===== src/rtl/ebs_pkg.sv =====
// Shared types of the external bus strobe sequencer.
// Assumes: one cycle descriptor is latched per machine cycle.
package ebs_pkg;

    // Kind of the current machine cycle, as latched at its start
    typedef struct packed {
        logic ext_fetch;   // code comes from the external program store
        logic data;        // cycle is an external data access
        logic wide;        // data access carries a 16-bit address
    } cyc_t;

endpackage


===== src/rtl/ebs_phase_ctr.sv =====
// Oscillator phase counter of the machine cycle.
// Assumes: PHASES >= 2. After reset, the first edge only sets run_o, so
// phase 0 is shown for a full clock once the sequencer is live.
module ebs_phase_ctr #(
    parameter int PHASES = 12,
    localparam int PW = $clog2(PHASES)
) (
    input  logic          clk,
    input  logic          rst_n,
    output logic          run_o,
    output logic [PW-1:0] phase_o
);

    localparam logic [PW-1:0] LAST = PW'(PHASES - 1);

    // Mark the sequencer as live one edge after reset is released
    always_ff @(posedge clk) begin
        if (!rst_n) run_o <= 1'b0;
        else        run_o <= 1'b1;
    end

    // Step the phase and wrap at the end of the machine cycle
    always_ff @(posedge clk) begin
        if (!rst_n)              phase_o <= '0;
        else if (!run_o)         phase_o <= '0;
        else if (phase_o == LAST) phase_o <= '0;
        else                     phase_o <= phase_o + 1'b1;
    end

    AST_PHASE_WRAP: assert property (@(posedge clk) disable iff (!rst_n)
        (run_o && phase_o == LAST) |=> (phase_o == '0));

    AST_PHASE_RANGE: assert property (@(posedge clk) disable iff (!rst_n)
        phase_o <= LAST);

endmodule


===== src/rtl/ebs_cycle_sel.sv =====
// Decides the kind of the next machine cycle and holds it for the whole cycle.
// Assumes: load_i is high on the edge that starts a machine cycle.
module ebs_cycle_sel
    import ebs_pkg::*;
#(
    parameter int          AW        = 16,
    parameter logic [15:0] INT_LIMIT = 16'h0FFF
) (
    input  logic          clk,
    input  logic          rst_n,
    input  logic          load_i,
    input  logic          ext_access_i,
    input  logic [AW-1:0] pc_i,
    input  logic          xreq_i,
    input  logic          xwide_i,
    output cyc_t          cyc_o
);

    localparam logic [AW-1:0] LIMIT = AW'(INT_LIMIT);

    logic beyond_int;
    cyc_t nxt;

    // Fetch goes outside when the pin forbids internal code or PC is past it
    always_comb begin
        beyond_int    = (pc_i > LIMIT);
        nxt.ext_fetch = !ext_access_i || beyond_int;
        nxt.data      = xreq_i;
        nxt.wide      = xreq_i && xwide_i;
    end

    // Latch the descriptor at the start of each machine cycle
    always_ff @(posedge clk) begin
        if (!rst_n)      cyc_o <= '0;
        else if (load_i) cyc_o <= nxt;
    end

    AST_LOW_PIN_EXT: assert property (@(posedge clk) disable iff (!rst_n)
        (load_i && !ext_access_i) |=> cyc_o.ext_fetch);

    AST_HOLD_IN_CYCLE: assert property (@(posedge clk) disable iff (!rst_n)
        !load_i |=> $stable(cyc_o));

endmodule


===== src/rtl/ebs_strobe_gen.sv =====
// Decodes phase and cycle kind into the bus strobes.
// Assumes: PHASES is even and at least 8, so each half cycle has room for a
// 2-phase latch pulse, a one-phase gap and the read window.
module ebs_strobe_gen
    import ebs_pkg::*;
#(
    parameter int PHASES   = 12,
    parameter int ALE_W    = 2,
    parameter int RD_START = 3,
    localparam int PW = $clog2(PHASES)
) (
    input  logic          run_i,
    input  logic [PW-1:0] phase_i,
    input  cyc_t          cyc_i,
    output logic          ale_o,
    output logic          pgm_rd_o,
    output logic          hi_sel_o
);

    localparam int HALF = PHASES / 2;
    localparam logic [PW-1:0] P_HALF = PW'(HALF);
    localparam logic [PW-1:0] P_ALEW = PW'(ALE_W);
    localparam logic [PW-1:0] P_RD   = PW'(RD_START);

    logic          second_half;
    logic [PW-1:0] sub_phase;
    logic          ale_slot;
    logic          rd_slot;

    // Fold both halves of the cycle onto one half-cycle position
    always_comb begin
        second_half = (phase_i >= P_HALF);
        sub_phase   = second_half ? (phase_i - P_HALF) : phase_i;
        ale_slot    = (sub_phase < P_ALEW);
        rd_slot     = (sub_phase >= P_RD);
    end

    // Gate slots by cycle kind: data cycles drop the late latch and all reads
    always_comb begin
        ale_o    = run_i && ale_slot && !(cyc_i.data && second_half);
        pgm_rd_o = run_i && rd_slot && cyc_i.ext_fetch && !cyc_i.data;
        hi_sel_o = run_i && (cyc_i.data ? cyc_i.wide : cyc_i.ext_fetch);
    end

endmodule


===== src/rtl/ebs_reset_qual.sv =====
// Qualifies the raw reset pin: it must stay high for HOLD consecutive edges.
// Assumes: the pin is already synchronous to clk.
module ebs_reset_qual #(
    parameter int HOLD = 24,
    localparam int CW = $clog2(HOLD + 1)
) (
    input  logic clk,
    input  logic rst_n,
    input  logic pin_i,
    output logic core_rst_o
);

    localparam logic [CW-1:0] FULL = CW'(HOLD);

    logic [CW-1:0] held;

    // Count consecutive high samples, saturating at the qualifying span
    always_ff @(posedge clk) begin
        if (!rst_n)          held <= '0;
        else if (!pin_i)     held <= '0;
        else if (held != FULL) held <= held + 1'b1;
    end

    // Raise the core reset once the span is complete
    always_comb core_rst_o = (held == FULL);

    AST_QUAL_NEEDS_PIN: assert property (@(posedge clk) disable iff (!rst_n)
        $rose(core_rst_o) |-> $past(pin_i));

    AST_QUAL_DROPS: assert property (@(posedge clk) disable iff (!rst_n)
        !pin_i |=> !core_rst_o);

endmodule


===== src/rtl/ext_bus_strobe_seq.sv =====
// Top of the external bus strobe sequencer: phase counter, cycle selector,
// strobe decoder and reset-pin qualifier.
// Assumes: clk is the oscillator; cycle inputs are stable at the edge that
// closes each machine cycle.
module ext_bus_strobe_seq
    import ebs_pkg::*;
#(
    parameter int          PHASES    = 12,
    parameter int          AW        = 16,
    parameter logic [15:0] INT_LIMIT = 16'h0FFF,
    localparam int PW = $clog2(PHASES)
) (
    input  logic          clk,
    input  logic          rst_n,
    input  logic          rst_pin_i,
    input  logic          ext_access_i,
    input  logic [AW-1:0] pc_i,
    input  logic          xdata_req_i,
    input  logic          xdata_wide_i,
    output logic          ale_o,
    output logic          pgm_rd_o,
    output logic          hi_sel_o,
    output logic          core_rst_o
);

    localparam logic [PW-1:0] LAST = PW'(PHASES - 1);

    logic          run;
    logic [PW-1:0] phase;
    logic          load;
    cyc_t          cyc;

    ebs_phase_ctr #(.PHASES(PHASES)) u_phase (
        .clk     (clk),
        .rst_n   (rst_n),
        .run_o   (run),
        .phase_o (phase)
    );

    // Start a new cycle descriptor at go-live and at every cycle boundary
    always_comb load = !run || (phase == LAST);

    ebs_cycle_sel #(.AW(AW), .INT_LIMIT(INT_LIMIT)) u_sel (
        .clk          (clk),
        .rst_n        (rst_n),
        .load_i       (load),
        .ext_access_i (ext_access_i),
        .pc_i         (pc_i),
        .xreq_i       (xdata_req_i),
        .xwide_i      (xdata_wide_i),
        .cyc_o        (cyc)
    );

    ebs_strobe_gen #(.PHASES(PHASES)) u_strobe (
        .run_i    (run),
        .phase_i  (phase),
        .cyc_i    (cyc),
        .ale_o    (ale_o),
        .pgm_rd_o (pgm_rd_o),
        .hi_sel_o (hi_sel_o)
    );

    ebs_reset_qual #(.HOLD(2 * PHASES)) u_rq (
        .clk        (clk),
        .rst_n      (rst_n),
        .pin_i      (rst_pin_i),
        .core_rst_o (core_rst_o)
    );

    AST_ALE_TWO_WIDE: assert property (@(posedge clk) disable iff (!rst_n)
        $rose(ale_o) |=> ale_o);

    AST_STROBES_APART: assert property (@(posedge clk) disable iff (!rst_n)
        !(ale_o && pgm_rd_o));

    AST_DATA_NO_READ: assert property (@(posedge clk) disable iff (!rst_n)
        cyc.data |-> !pgm_rd_o);

    AST_INT_NO_READ: assert property (@(posedge clk) disable iff (!rst_n)
        !cyc.ext_fetch |-> !pgm_rd_o);

    AST_IDLE_IN_RESET: assert property (@(posedge clk)
        !rst_n |=> !run);

endmodule


===== config.mk =====
export PLATFORM = sky130hd
export DESIGN_NAME = ext_bus_strobe_seq
export DESIGN_NICKNAME = d
export VERILOG_FILES = /design/src/rtl/ebs_pkg.sv /design/src/rtl/ebs_phase_ctr.sv /design/src/rtl/ebs_cycle_sel.sv /design/src/rtl/ebs_strobe_gen.sv /design/src/rtl/ebs_reset_qual.sv /design/src/rtl/ext_bus_strobe_seq.sv
export SDC_FILE = /design/constraint.sdc
export NUM_CORES = 1
export LEC_CHECK = 0
export BUFFER_PORTS_ARGS = -buffer_cell sky130_fd_sc_hd__clkbuf_2
export CAP_MARGIN = 25
export CORE_MARGIN = 2
export CORE_UTILIZATION = 40
export DETAILED_ROUTE_END_ITERATION = 12
export HOLD_SLACK_MARGIN = 0.05
export PLACE_DENSITY_LB_ADDON = 0.05
export SETUP_SLACK_MARGIN = 0.4
export SLEW_MARGIN = 20
export SYNTH_ARGS = -nofsm -noshare
export SYNTH_HDL_FRONTEND = slang
export SYNTH_SLANG_ARGS = --single-unit

===== constraint.sdc =====
create_clock -name clk -period 2.8 [get_ports clk]
set_clock_uncertainty 0.05 [all_clocks]
set_input_delay 0.28 -clock clk [delete_from_list [all_inputs] [get_ports clk]]
set_output_delay 0.28 -clock clk [all_outputs]
set_load 0.02 [all_outputs]

==> results.md, run 1 <==
* Final Max Tran Viols at 0
* Iteration-0 DRC Markers at 2
* CTS tree: yes
* Die height at between 40 and 50 um
* Root buffer selected by CTS: clkbuf_4
* Relative slew slack at 84.3%
* Synthesized area at 621 um^2
* Congestion Overflow GR at 0
* Vias per Instance at 4.83
* Synthesized area per cell at 9.13 um^2
* Routed Antenna Nets at 0
* Cell taking the most area after synthesis: dfxtp_1
* Diodes inserted at 0
* Min-delay worst type: in2reg
* Clk slew on worst S/H paths at 0.08 ns
* First-pass GRT wire length at 1.78 mm
* Worst Tran Pin Value at between 0.2 and 0.25 ns
* Critical Path AT at 1.32 ns
* WS Path Type: reg2out
* Total CTS buffers at 3
* Post-Route WL at 969 um
* RSZ-0062 raised after global routing: false
* Die width at 43.4 um
* Drt wl/cell at 9.59 um
* Top delay family on crit path: flip-flops
* Cell row count at 14
* Hold WS at 0.178 ns
* Port buffer count at 13
* Total core area at 1470 um^2
* Top cell by count, worst path: inv_1
* Vias in the first global route at 434
* Reg-to-reg setup timing slack at 1.51 ns
* Final hold violation count at 0
* Final nets at between 100 and 150
* Area delta synth->final at 17.9%
* Final setup viols at 0
* Initial antenna violation count at 0
* Post-Syn Instances at approximately 70
* Total GRT Usage at 12.8%
* Worst R2R Path Depth at 4
* DRC Markers at 0
* Pwr dens at 462 nW/um^2
* Crit-path cells: inv_1 -> ha_1 -> nand4b_1 -> inv_1 -> clkbuf_2
* Clock latency on the worst-skew pair at around 0.27 ns
* Synth Area in Compound Gates at 7.66%
* DRT Pass-1 Iters at 2
* Largest stage delay, worst path at 0.38 ns
* Hold Buf Count CTS at 0
* Critical path buffer and inverter count at 3
* Share of the synthesized area in the top cell type at 41.9%
* Synth Net Count at 94
* GPL Wtd Cong at 0.677
* Post-Route Setup TNS at 0 ns
* Die Area at 1880 um^2
* Clock period minus worst slack at 1.65 ns
* Adder-Cell Fraction of Synth Area at 8.06%
* Max FO, Critical Path at 4
* Slowest cell on crit path: dfxtp_1
* Post-Synth XOR/XNOR Area at about 7.1%
* CTS resizes at 0
* Largest net degree at the start of global routing at 9
* Yosys cell types at 22
* Pwr Total at 0.338 mW
* Post-synth EDFFs at 0
* Sink Count at 13
* Critical path depth in cells at 5
* Synth async-reset ratio at 0%
* Starting Density at between 40% and 50%
* Max cap viols at 0
* Layout cells sized above 1 at 22.4%
* Clock buffer depth at 2
* Largest cells by area after synthesis: dfxtp_1 (42%), ha_1 (8.1%), mux2i_1 (4.8%)
* Leak pwr at between 0.3 and 0.4 nW
* Synth warn at 0
* Mux cell area share after synthesis at about 4.8%
* Tcrit/Tclk final at around 59%
* VDD IR max at 0.257 mV
* Max Fclk at 607 MHz
* Seq cells post-synth at 13
* Synth Area in Simple Gates at 27.4%
* Worst Setup Start Kind: register
* Hold Path Stages at 1
* DR vias at 488
* CP required at 2.47 ns
* CP Capture Type: output port
* H-tree Lvls at 1
* Register area share after synthesis at around two fifths
* Setup Buffers After CTS at 0
* Ys flop type: dfxtp_1
* DP HPWL at 776 um
* Count leader, synth: dfxtp_1
* Status: complete, no violations
* Largest family of logic cells by synthesized area: simple AND/OR/NAND/NOR gates
* Commonest cells post-synth: dfxtp_1 (13), nor2_1 (8), nand2_1 (7)
* I/O pins at 26
[power breakdown]
part / internal (mW) / leakage [nW] / total (mW) / switching (mW)
clock network: 0.0551 / 0.0150 / 0.111 / 0.0559
registers: 0.191 / 0.106 / 0.198 / 0.00680
logic: 0.0153 / 0.231 / 0.0295 / 0.0142
[state kept, by name (all words and copies together), names as in the netlist]
register         count
u_phase.run_o        1
u_sel.cyc_o          3
u_phase.phase_o      4
u_rq.held            5
[layout by cell type (no fill, tap or decap)]
| cell | n |
|---|---|
| and3b_2 | 1 |
| and2b_1 | 1 |
| xnor2_1 | 2 |
| nor3_1 | 2 |
| a22o_1 | 1 |
| ha_1 | 4 |
| nor2_1 | 8 |
| nand3_1 | 6 |
| inv_1 | 5 |
| mux2i_1 | 3 |
| o21ai_0 | 2 |
| clkbuf_4 | 3 |
| nand3b_1 | 2 |
| nor4_1 | 1 |
| clkbuf_1 | 1 |
| a22oi_1 | 1 |
| nor2b_1 | 1 |
| clkbuf_2 | 13 |
| a21oi_1 | 2 |
| a21boi_2 | 1 |
| nand3b_4 | 1 |
| nand2_1 | 7 |
| nand4b_1 | 1 |
| dfxtp_1 | 13 |
| xor2_1 | 3 |
[stage by stage]
step / cell area [um^2] / setup slack, ns / utilization, % / cells
6_report: 732 / 1.15 / 49.7 / 101
5_1_grt: 732 / 1.04 / 49.7 / 101
4_1_cts: 732 / 1.15 / 49.7 / 101
3_5_place_dp: 706 / 1.45 / 48.0 / 97
3_3_place_gp: 706 / 1.45 / 48.0 / 97
2_1_floorplan: 621 / 1.53 / - / 68
[path summary, 6_finish.rpt]
check | start | end
worst max register to register | u_phase.phase_o[1] | u_sel.cyc_o[2]
worst max-delay path | u_rq.held[0] | core_rst_o
worst min register to register | u_sel.cyc_o[0] | u_sel.cyc_o[0]
worst min-delay path | rst_n | u_phase.run_o
[logic make-up (layout without fill, tap and decap cells)]
logic type                 Yosys count  after routing
and+or+nand+nor                     31             31
xor gates and xnor gates             5              5
AOI/OAI and AO/OA                    7              7
buffers and inverters                5             22
muxes                                3              3
adders and majority gates            4              4
DFF                                 13             13
[routing by layer]
layer  global-route usage [%]  wire length [um]  up-vias
li1                         -                 -      266
met1                     16.5               467      214
met2                     19.1               457        6
met3                     2.50                33        2
met4                     9.09                12        0
met5                        0                 0        -
[worst register-to-register path, stage by stage (launching register included)]
cell	delay, ns
dfxtp_1	0.42
ha_1	0.28
nand3b_4	0.10
a22o_1	0.25
a21boi_2	0.12
[cell type report]
cell class	instances	area, um^2
multi-input cells	50	342
inverters	5	18.8
fillers	156	739
repair buffers	13	65.1
clock buffers	4	26.3
flip-flops and latches	13	260
well taps	16	20.0
Note: power is estimated with default switching activity, not from simulation.
==> run 2, diff against run 1 <==
ABC_AREA = 1   (was not set)
clock period = 1.4 ns   (was 2.8 ns; I/O delays follow)
==> run 2 against run 1 <==
  * The flow now finishes with violations (negative setup slack)
  * Sequential power is 97% higher
  * Total power rose by 120%
  * Count of clock-buffer cells in the layout stayed put
  * Hold slack got worse by 0.082 ns
  * Combinational power rose to 4.3 times the previous value
  * Sequential share of layout area down 9.7 points
  * Critical path depth decreased by 2
  * Final area up 48%
  * First-iteration DRC count grew to 7.5 times the previous value
==> results.md, run 2 <==
* Regs by FF count: u_rq.held (5), u_phase.phase_o (4), u_sel.cyc_o (3)
* Port buffer count at 13
* Total CTS buffers at 3
* VDD IR max at 0.511 mV
* FF/Latch Area at 280 um^2
* # placed instances at around 120
* Gate power share at about 17%
* Initial antenna violation count at 0
* Seq cells post-synth at 13
* Share of the synthesized area in the top cell type at 38.8%
* Die width at 44.9 um
* Synthesized area per cell at 7.29 um^2
* I/O pins at 26
* Failing checks: negative setup slack
* Final hold violation count at 0
* Tcrit/Tclk final at 101%
* Final non-filler cell total at approximately 140
* GPL Wtd Cong at around 0.78
* Post-Route WL at between 1.5 and 2 mm
* Post-Syn Instances at 92
* Synthesized area at 671 um^2
* WS Path Type: reg2out
* Cell taking the most area after synthesis: dfxtp_1
* Die Area at 2020 um^2
* Starting Density at a little over two fifths
* Sequential power share at 51.8%
* Total GRT Usage at 17.4%
* CP Capture Type: output port
* RSZ-0062 raised after global routing: true
* Total core area at around 1500 um^2
* Synth warn at 0
* Cell row count at 14
* Vias per Instance at 4.95
* FILL cells at 130
* Max Fclk at 711 MHz
* Max cap viols at 0
* Pre-CTS setup slack at 0.137 ns
* Routed Antenna Nets at 0
* Largest cells by area after synthesis: dfxtp_1 (39%), nand2_1 (11%), inv_1 (7.8%)
* Vias in the first global route at 634
* Status: complete, but fails checks
* Clock buffer depth at 2
* P_int at around 0.55 mW
* Clock period minus worst slack at around 1.4 ns
* Clk slew on worst S/H paths at 0.08 ns
* Min-delay worst type: in2reg
* Drt wl/cell at 11.6 um
* Most common cell after layout, fill and taps aside: nand2_1
* Iteration-0 DRC Markers at 15
* Sw power at between 0.2 and 0.25 mW
* Worst setup margin at -0.00712 ns
* Die height at 44.9 um
* Synth async-reset ratio at 0%
* CTS tree: yes
* DRC Markers at 0
* DR vias at just under 700
* Ys flop type: dfxtp_1
* Switching portion of total power at 26.7%
* Root buffer selected by CTS: clkbuf_4
* Layout cells sized above 1 at 54.9%
* Final setup viols at 3
* Worst Setup Start Kind: register
* Worst Tran Pin Value at about 0.25 ns
* Count leader, synth: nand2_1
* Congestion Overflow GR at 0
* CP required at 1.21 ns
* Clock network fraction of total power at a little under a third
* Max reg flops at 5
* DRT Pass-1 Iters at 4
* Multi-input logic area at between 400 and 500 um^2
* Largest net degree at the start of global routing at 8
* Final nets at 149
* Critical Path AT at 1.22 ns
* Sink Count at 13
* Max FO, Critical Path at 5
* Diodes inserted at 0
* Clock latency on the worst-skew pair at about 0.28 ns
* Commonest cells post-synth: nand2_1 (19), inv_1 (14), dfxtp_1 (13)
* H-tree Lvls at 1
* Register area share after synthesis at between 30% and 40%
* First-pass GRT wire length at between 2 and 2.5 mm
* Leak pwr at 0.455 nW
* Yosys cell types at 19
* Area delta synth->final at 61.4%
* Most frequent cells in the layout: nand2_1 (11), buf_4 (10), nor2_1 (9), clkbuf_2 (9)
* Biggest register: u_rq.held
* Post-synth EDFFs at 0
* Final Max Tran Viols at 0
* Synth Net Count at about 120
* DP HPWL at approximately 1000 um
* Pwr Total at 0.756 mW
* Pwr dens at 698 nW/um^2
* Relative slew slack at 83.6%
* Fin util at 70.2%
## run 2: cell types whose count changed after synthesis, moves of 2 or more
cell / previous run / this run
inv_1: 5 / 14
nand2_1: 7 / 19
mux2i_1: 3 / 0
a21oi_1: 2 / 6
xor2_1: 3 / 0
nand4_1: 0 / 6
nor2_1: 8 / 10
## run 2: worst paths after layout
path                       from             end  slack, ns  cells after the start
min                ext_access_i  u_sel.cyc_o[2]        0.1                      4
max                u_rq.held[3]      core_rst_o     -0.007                      3
max reg2reg  u_phase.phase_o[0]  u_sel.cyc_o[2]       0.11                      7
min reg2reg      u_sel.cyc_o[0]  u_sel.cyc_o[0]       0.43                      2
## run 2: power groups by stage
stage	registers, mW	logic [mW]	clock network, mW
floorplan	0.402	0.0523	0
global placement	0.405	0.0746	0
detailed placement	0.406	0.0758	0
CTS	0.391	0.115	0.244
global route	0.393	0.140	0.261
finish	0.391	0.126	0.238
## run 2: cell type report
cell class | count | share of cell area (%)
Tap cell | 16 | 1.85
Clock buffer | 4 | 2.43
Timing Repair Buffer | 26 | 19.0
Inverter | 15 | 5.66
Sequential cell | 13 | 25.9
Multi-Input combinational cell | 64 | 45.2
## run 2: routing by layer
metal	track usage [%]	vias to the layer above	part of all wire, %
li1	-	359	-
met1	18.5	309	43
met2	30.0	11	52
met3	6.00	4	3.4
met4	8.82	0	1.6
met5	0	-	0
## run 2: what timing repair did
action                                 4_1_cts  5_1_grt
endpoints found under the hold margin        3        0
setup endpoints to repair                   15       16
resized for setup                           33       12
cloned                                       0        0
pin swaps                                    9        6
buffers inserted                             8        1
hold buffers                                 3        0
## run 2: worst max-delay path: stages (launching register included)
cell and delay [ns]:
dfxtp_1 0.46, inv_2 0.10, nor3_4 0.20, clkbuf_8 0.18
## run 2: cell families (layout without fill, tap and decap cells)
kind of cell             count (synthesis)  count (layout)  share of synthesized area [%]
AO/OA/AOI/OAI                           10              10                           7.84
XOR/XNOR                                 1               1                           1.31
adder cells (fa/ha/maj)                  4               4                           7.46
buffers and inverters                   15              45                           8.39
flip-flops                              13              13                           38.8
AND/OR/NAND/NOR                         49              49                           36.2
## run 2: metrics by stage
step           area [um^2]  TNS [ns]  hold slack, ns
2_1_floorplan          723         0           0.118
3_3_place_gp           816         0           0.297
3_5_place_dp           816         0           0.292
4_1_cts               1040   -0.0473          0.0941
5_1_grt               1080    -0.225           0.105
6_report              1080   -0.0135          0.0963
==> run 3, diff against run 2 <==
RECOVER_POWER = 50   (was not set)
clock period = 1.38 ns   (was 1.4 ns; I/O delays follow)
==> run 3 against run 2 <==
  * The flow still finishes with violations (negative setup slack)
  * Critical path depth grew 2
  * Setup slack worse by 0.016 ns
  * Total power rose by 3.6%
  * Clock power rose by 3%
  * Critical path type unchanged
  * Largest cell class unchanged
==> results.md, run 3 (synthesized netlist as in run 2, its figures left out) <==
* Max FO, Critical Path at 3
* Clk slew on worst S/H paths at 0.08 ns
* Failing checks: negative setup slack
* Biggest register: u_rq.held
* # placed instances at approximately 120
* Post-Route WL at 1.71 mm
* CP required at 1.19 ns
* Total GRT Usage at between 10% and 20%
* H-tree Lvls at 1
* Min-delay worst type: in2reg
* Initial antenna violation count at 0
* Diodes inserted at 0
* Die height at 44.9 um
* WS Path Type: reg2out
* Clock period minus worst slack at between 1 and 1.5 ns
* First-pass GRT wire length at 2.53 mm
* Most frequent cells in the layout: nand2_1 (11), buf_4 (9), nor2_1 (8), clkbuf_2 (8), nand2_2 (7)
* Final Max Tran Viols at 0
* Final hold violation count at 0
* Die Area at 2020 um^2
* DR vias at approximately 740
* Largest stage delay, worst path at 0.34 ns
* Critical Path AT at between 1 and 1.5 ns
* Die width at 44.9 um
* Cell row count at 14
* DRT Pass-1 Iters at 4
* Max Fclk at 713 MHz
* Regs by FF count: u_rq.held (5), u_phase.phase_o (4), u_sel.cyc_o (3)
* Root buffer selected by CTS: clkbuf_4
* I/O pins at 26
* DP HPWL at 1.01 mm
* Fin util at around 75%
* Starting Density at 43.5%
* Area delta synth->final at 73.1%
* Port buffer count at 13
* Clock buffer depth at 2
* Routed Antenna Nets at 0
* Worst Tran Pin Value at between 0.3 and 0.4 ns
* Pwr dens at 674 nW/um^2
* Status: complete, but fails checks
* Leak pwr at 0.475 nW
* Max cap viols at 0
* Vias per Instance at 5.23
* Iteration-0 DRC Markers at 12
* Congestion Overflow GR at 0
* Final nets at about 150
* Layout cells sized above 1 at roughly three fifths
* Relative slew slack at 75.2%
* VDD IR max at 0.627 mV
* Most common cell after layout, fill and taps aside: nand2_1
* Sink Count at 13
* Final setup viols at 3
* Total core area at about 1500 um^2
* Pwr Total at 0.783 mW
* Total CTS buffers at 3
* Tcrit/Tclk final at 102%
* Crit-path cells: inv_4 -> ha_4 -> nand2_4 -> nor3_4 -> clkbuf_8
* RSZ-0062 raised after global routing: true
* Vias in the first global route at 622
* Max reg flops at 5
* Top delay family on crit path: flip-flops
* Worst Setup Start Kind: register
* Slowest cell on crit path: dfxtp_2
* DRC Markers at 0
* CP Capture Type: output port
* Drt wl/cell at 12.1 um
* CTS tree: yes
* Largest net degree at the start of global routing at 8
* Clock latency on the worst-skew pair at 0.29 ns
* Worst setup margin at -0.0228 ns
* Post-Route Setup TNS at -0.0479 ns
* Hold WS at 0.0867 ns
* GPL Wtd Cong at 0.797
* Final non-filler cell total at around 140
* Critical path buffer and inverter count at 2
[run 3: layer usage]
layer | vias to the layer above | GRT usage, % | part of all wire (%)
li1 | 368 | - | -
met1 | 347 | 19.2 | 41
met2 | 20 | 32.3 | 53
met3 | 3 | 6.00 | 4.7
met4 | 0 | 7.06 | 0.88
met5 | - | 0 | 0
[run 3: report_power, final]
part	total (mW)	switching [mW]	internal [mW]	leakage, nW
Combinational	0.141	0.0675	0.0731	0.349
Clock	0.245	0.132	0.113	0.0150
Sequential	0.398	0.0147	0.383	0.111
Total	0.783	0.214	0.569	0.475
[run 3: final cells by class]
| type | count | area (um^2) |
|---|---|---|
| clock buffers | 4 | 26.3 |
| fillers | 105 | 380 |
| inverters | 15 | 63.8 |
| multi-input cells | 64 | 522 |
| flip-flops and latches | 13 | 284 |
| well taps | 16 | 20.0 |
| repair buffers | 29 | 245 |
[run 3: per-stage QoR]
stage	instance area, um^2	setup WS (ns)
finish	1160	-0.0228
detailed placement	845	0.113
global placement	845	0.117
CTS	1080	-0.0732
floorplan	752	0.246
global route	1160	-0.0785
[run 3: repair_timing]
item / 4_1_cts / 5_1_grt
hold buffers: 3 / 0
setup endpoints to repair: 14 / 15
pin swaps: 15 / 7
hold endpoints to repair: 3 / 0
gates resized for setup: 34 / 18
buffers inserted: 9 / 3
[run 3: path summary, 6_finish.rpt]
path | from | slack (ns) | cells after the start | to
min | ext_access_i | 0.09 | 4 | u_sel.cyc_o[2]
max reg2reg | u_rq.held[0] | 0.18 | 8 | u_rq.held[0]
min reg2reg | u_sel.cyc_o[0] | 0.45 | 2 | u_sel.cyc_o[0]
max | u_rq.held[0] | -0.02 | 5 | core_rst_o
[run 3: worst reg2reg max path, delay by kind of cell, from the launching register on]
kind / cells / cell delay [ns]
buffers and inverters: 3 / 0.30
DFF: 1 / 0.34
and+or+nand+nor: 4 / 0.31
adders and majority gates: 1 / 0.14
